==> src/rtl/owlm_pkg.sv <==
package owlm_pkg;
   typedef enum logic {SPD_STD = 1'b0, SPD_OVD = 1'b1} speed_e;

   function automatic int unsigned cnt_width(input int unsigned limit);
      return $clog2(limit + 1);
   endfunction
endpackage

==> src/rtl/owlm_sync.sv <==
module owlm_sync #(
   parameter int unsigned STAGES = 2,
   parameter logic        IDLE   = 1'b1
) (
   input  logic clk,
   input  logic rst_n,
   input  logic d,
   output logic q
);
   generate
      if (STAGES < 2) begin : g_bad_depth
         initial $error("owlm_sync: STAGES must be at least 2");
      end
   endgenerate

   logic [STAGES-1:0] chain;

   always_ff @(posedge clk or negedge rst_n) begin
      if (!rst_n) chain <= {STAGES{IDLE}};
      else        chain <= {chain[STAGES-2:0], d};
   end

   assign q = chain[STAGES-1];
endmodule

==> src/rtl/owlm_low_timer.sv <==
module owlm_low_timer #(
   parameter int unsigned LIMIT = 2000000,
   parameter int unsigned W     = 21
) (
   input  logic         clk,
   input  logic         rst_n,
   input  logic         line,
   input  logic         tick,
   output logic [W-1:0] cnt,
   output logic         sat,
   output logic         reach
);
   localparam logic [W-1:0] LIM_V = W'(LIMIT);
   localparam logic [W-1:0] PRE_V = W'(LIMIT - 1);

   always_ff @(posedge clk or negedge rst_n) begin
      if (!rst_n) begin
         cnt   <= '0;
         reach <= 1'b0;
      end else begin
         reach <= 1'b0;
         if (line) begin
            cnt <= '0;
         end else if (tick && cnt != LIM_V) begin
            cnt   <= cnt + 1'b1;
            reach <= (cnt == PRE_V);
         end
      end
   end

   assign sat = (cnt == LIM_V);

   // bounded, never wraps past the limit
   assert_cnt_bound_R9: assert property (@(posedge clk) disable iff (!rst_n)
      cnt <= LIM_V);
   // a high sample clears the count
   assert_clear_on_high_R9: assert property (@(posedge clk) disable iff (!rst_n)
      line |=> (cnt == '0));
   // long-low pulse lasts one cycle
   assert_io_single_R7: assert property (@(posedge clk) disable iff (!rst_n)
      reach |=> !reach);
   // no tick, no advance
   assert_tick_gate_R6: assert property (@(posedge clk) disable iff (!rst_n)
      (!tick && !line) |=> $stable(cnt));
endmodule

==> src/rtl/owlm_classify.sv <==
module owlm_classify #(
   parameter int unsigned STD_RST = 120,
   parameter int unsigned OVD_RST = 16,
   parameter int unsigned W       = 21
) (
   input  logic         clk,
   input  logic         rst_n,
   input  logic         line,
   input  logic         speed,
   input  logic [W-1:0] cnt,
   output logic         reset_det
);
   import owlm_pkg::*;

   localparam logic [W-1:0] STD_V = W'(STD_RST);
   localparam logic [W-1:0] OVD_V = W'(OVD_RST);

   logic         prev;
   speed_e       spd_lat;
   logic [W-1:0] thr;
   logic         rise, fall;

   assign rise = line & ~prev;
   assign fall = ~line & prev;

   generate
      if (STD_RST == OVD_RST) begin : g_single_thr
         assign thr = STD_V;
      end else begin : g_dual_thr
         assign thr = (spd_lat == SPD_OVD) ? OVD_V : STD_V;
      end
   endgenerate

   always_ff @(posedge clk or negedge rst_n) begin
      if (!rst_n) begin
         prev      <= 1'b1;
         spd_lat   <= SPD_STD;
         reset_det <= 1'b0;
      end else begin
         prev      <= line;
         if (fall) spd_lat <= speed_e'(speed);
         reset_det <= rise && (cnt > thr);
      end
   end

   // reset indication is a single-cycle pulse
   assert_rst_single_R5: assert property (@(posedge clk) disable iff (!rst_n)
      reset_det |=> !reset_det);
   // captured speed holds for the whole low period
   assert_speed_hold_R4: assert property (@(posedge clk) disable iff (!rst_n)
      (!line && !fall) |=> $stable(spd_lat));
   // a pulse only follows a low-to-high transition
   assert_rst_after_rise_R5: assert property (@(posedge clk) disable iff (!rst_n)
      reset_det |-> prev);
endmodule

==> src/rtl/owire_line_mon.sv <==
module owire_line_mon #(
   parameter int unsigned SYNC_STAGES = 2,
   parameter int unsigned STD_RST_US  = 120,
   parameter int unsigned OVD_RST_US  = 16,
   parameter int unsigned SLEEP_US    = 2000000
) (
   input  logic clk,
   input  logic rst_n,
   input  logic bus_in,
   input  logic tick_us,
   input  logic speed_ovd,
   input  logic sleep_en,
   output logic reset_det,
   output logic sleep_req,
   output logic io_reset
);
   import owlm_pkg::*;

   localparam int unsigned CW = cnt_width(SLEEP_US);

   generate
      if (!(OVD_RST_US <= STD_RST_US && STD_RST_US < SLEEP_US)) begin : g_bad_thr
         initial $error("owire_line_mon: thresholds must satisfy OVD <= STD < SLEEP");
      end
   endgenerate

   logic          line_s;
   logic [CW-1:0] low_cnt;
   logic          low_sat;
   logic          low_reach;

   owlm_sync #(.STAGES(SYNC_STAGES), .IDLE(1'b1)) u_sync (
      .clk(clk), .rst_n(rst_n), .d(bus_in), .q(line_s)
   );

   owlm_low_timer #(.LIMIT(SLEEP_US), .W(CW)) u_timer (
      .clk(clk), .rst_n(rst_n), .line(line_s), .tick(tick_us),
      .cnt(low_cnt), .sat(low_sat), .reach(low_reach)
   );

   owlm_classify #(.STD_RST(STD_RST_US), .OVD_RST(OVD_RST_US), .W(CW)) u_class (
      .clk(clk), .rst_n(rst_n), .line(line_s), .speed(speed_ovd),
      .cnt(low_cnt), .reset_det(reset_det)
   );

   assign io_reset  = low_reach;
   assign sleep_req = low_sat & sleep_en;

   // an enabled long low always raises the sleep request
   assert_sleep_follows_R8: assert property (@(posedge clk) disable iff (!rst_n)
      (io_reset && sleep_en) |-> sleep_req);
   // sleep request drops after the line returns high
   assert_sleep_drop_R8: assert property (@(posedge clk) disable iff (!rst_n)
      line_s |=> !sleep_req);
   // outputs quiet during reset
   always_comb begin
      if (!rst_n) begin
         assert_quiet_reset_R10: assert (!reset_det && !io_reset);
      end
   end
endmodule

==> config.mk <==
export PLATFORM = sky130hd
export DESIGN_NAME = owire_line_mon
export DESIGN_NICKNAME = d
export VERILOG_FILES = /design/src/rtl/owlm_pkg.sv /design/src/rtl/owlm_sync.sv /design/src/rtl/owlm_low_timer.sv /design/src/rtl/owlm_classify.sv /design/src/rtl/owire_line_mon.sv
export SDC_FILE = /design/constraint.sdc
export NUM_CORES = 1
export LEC_CHECK = 0
export BUFFER_PORTS_ARGS = -buffer_cell sky130_fd_sc_hd__buf_2
export CAP_MARGIN = 20
export CORE_ASPECT_RATIO = 0.8
export CORE_MARGIN = 3
export CORE_UTILIZATION = 45
export DETAILED_ROUTE_END_ITERATION = 12
export PLACE_DENSITY = 0.64
export RECOVER_POWER = 100
export SETUP_SLACK_MARGIN = 0.3
export SYNTH_ARGS = -nofsm -noshare
export SYNTH_HDL_FRONTEND = slang
export SYNTH_SLANG_ARGS = --single-unit
==> constraint.sdc <==
create_clock -name clk -period 2 [get_ports clk]
set_input_delay 0.4 -clock clk [delete_from_list [all_inputs] [get_ports clk]]
set_output_delay 0.4 -clock clk [all_outputs]
set_load 0.02 [all_outputs]
==> flow_summary.yaml <==
final_layout:
  final_area_sq_um: 1900
  drive_gt1_share_pct: 38.1
  layout_commonest_cell: "dfrtp_1"
  nNetsFinal: 193
  layout_common_cells: "dfrtp_1, nor2_1, buf_4"
  area_growth_pct: 29.6
  antenna_cells: 0
  final_util_pct: 64.9
detailed_routing:
  detail_route.wirelength_um: 3510
  vias: 1269
  drt_iter0_drc: 77
  postRouteAntennaNets: 0
  drtPass1Iterations: 4
  routedWlPerCell_um: 16.0
  drc: 0
  avgViaCountPerCell: 5.79
sta:
  fin_ws_ps: 9.74
  rsz0062_at_grt: "true"
  tns_ps: 0
  hold_viol: 0
  drv_slew: 0
  finalCritPeriodShare_pct: 99.5
  worst_pin_slew_ps: 1450
  period_needed_ps: 1990
  setup-violations-final: 0
  relSlewSlack_pct: 3.52
  finalClockSkew_ps: 3.47
  max_freq_mhz: 502
yosys:
  syn_avg_cell_area_sq_um: 9.66
  syn_area_sq_um: 1470
  synth_top_area_share_pct: 40.9
  synth_edf_count: 0
  synth_ff_type: "dfrtp_1"
  async_flop_share_pct: 100
  synth_top_cell_by_area: "dfrtp_1"
  synthesis.nets: 163
  yosysSeqAreaShare_pct: 46.3
  synthDistinctLibCells: 39
  synth_seq_cells: 27
  yosys-top-cells-area: "dfrtp_1, dfstp_2, xor2_1"
  syn_inst: 152
  yosysWarnings: 0
worst_setup_path:
  r2r_setup_slack_ps: 30
  end_kind: "output port"
  critical_path_arrival_ps: 1590
  crit_required_ps: 1600
  rr_endpoint: "u_timer.cnt[12]"
  start_kind: "register"
  ff2ff_path_depth: 9
  crit_fanout: 2
  critPathKind: "reg2out"
  rr_startpoint: "u_timer.cnt[0]"
clock_tree:
  cts-buffers-inserted: 3
  cts.sinks: 27
  clockRootBuffer: "clkbuf_8"
  path_clk_slew_ps: 90
  cts_buffer_depth: 2
  clkLatencyLatePin_ps: 270
  cts_tree: "built"
  h-tree-depth: 1
placed_design:
  pre_cts_slack_ps: 68.7
  gp_congestion: 0.834
  dpl_cell_area_sq_um: 1570
  portBuffers: 8
  hpwlAfterDp_um: 2130
run:
  cap_violations: 0
global_routing:
  grt_use_total_pct: 18.3
  grt_pass1_vias: 1259
  antenna_found_initial: 0
  grt_max_degree: 28
  overflow: 0
  grt_pass1_wl_um: 5930
floorplan:
  die_h_um: 57.1
  start_util_pct: 50.0
  dieArea_sq_um: 3990
  io_pins: 9
  die_x_um: 69.9
  rows: 17
  coreArea_sq_um: 2940
power:
  power_mw: 0.976
  internal-power_mw: 0.745
  p_sw_share_pct: 23.6
  p_seq_share_pct: 58.9
  p_sw_mw: 0.230
  pwr-share-comb_pct: 9.2
  p_clk_share_pct: 32.0
  vdd_drop_max_mv: 0.411
  powerDensity_nw_per_um2: 512
  total_leakage_power_nw: 0.809
hold_path:
  worstHoldStart: "bus_in"
  worst_hold_path_type: "in2reg"
  min_to: "u_sync.chain[0]"
  worstHoldPathCells: 1
outcome:
  status: "finished, final reports clean"
worst max-delay path, stage by stage (launching register included):
cell and delay [ps]:
dfrtp_1 400, inv_2 100, ha_4 140, nor4b_4 190, nand3_2 150, nor3_4 210, buf_6 140
cell usage after synthesis (all sizes together) (5+ instances only):
cell    n
nor3    5
xor2    9
nor2   19
ha      5
or3     6
nand2   7
a21oi   9
dfrtp  24
nand3   7
o21ai   9
inv     7
nand4  10
layout make-up:
cell class                 instances  area, sq um
timing repair buffer              30          229
tap                               38         47.5
multi-input combinational        113          870
clock buffer                       4         45.0
inverter                           7         26.3
sequential                        27          687
fill                             235         1030
worst max-delay path by stage:
| stage | start | to | slack (ps) | depth (start not counted) |
|---|---|---|---|---|
| 2_1_floorplan | u_timer.cnt[11] | u_timer.cnt[12] | 240 | 5 |
| 3_3_place_gp | u_timer.cnt[0] | u_timer.cnt[1] | 120 | 7 |
| 3_5_place_dp | u_timer.cnt[0] | u_timer.cnt[1] | 70 | 7 |
| 4_1_cts | u_timer.cnt[12] | sleep_req | -9 | 5 |
| 5_1_grt | u_timer.cnt[0] | sleep_req | -80 | 6 |
| 6_report | u_timer.cnt[0] | sleep_req | 10 | 6 |
power by group through the flow:
stage	clock network (mW)	registers, mW	logic, mW
global route	0.347	0.577	0.100
floorplan	0	0.576	0.0410
detailed placement	0	0.584	0.0628
finish	0.312	0.574	0.0897
CTS	0.322	0.574	0.0743
global placement	0	0.583	0.0597
cells by family (layout without fill, tap and decap cells):
| family | count (synthesis) | count (layout) | share of synthesized area (%) |
|---|---|---|---|
| AOI/OAI and AO/OA | 23 | 23 | 9.80 |
| xor gates and xnor gates | 11 | 11 | 6.56 |
| adders and majority gates | 5 | 5 | 4.26 |
| buffers and inverters | 12 | 41 | 3.41 |
| DFF | 27 | 27 | 46.3 |
| muxes | 3 | 3 | 2.21 |
| and+or+nand+nor | 71 | 71 | 27.5 |
per-layer routing:
metal	global-route usage, %	up-vias	share of wire [%]
li1	-	601	-
met3	5.11	4	5.2
met1	25.4	627	47
met5	0	-	0
met4	4.37	0	0.83
met2	28.5	37	47
sequential cells by signal (all words and copies together) (netlist names):
signal	count
u_timer.reach	1
u_class.spd_lat	1
u_timer.cnt	21
u_class.prev	1
u_class.reset_det	1
u_sync.chain	2
timing repair:
item                                    CTS  global route
gates resized for setup                  30            13
hold buffers                              0             0
endpoints found under the hold margin     0             0
setup buffers                            14             6
endpoints found under the setup margin   15            15
pin swaps                                24            12
metrics by stage:
stage / hold WS (ps) / cells
4_1_cts: 146 / 213
3_5_place_dp: 347 / 195
2_1_floorplan: 104 / 152
5_1_grt: 205 / 219
3_3_place_gp: 346 / 195
6_report: 215 / 219
Power figures use the tool's default switching activity.
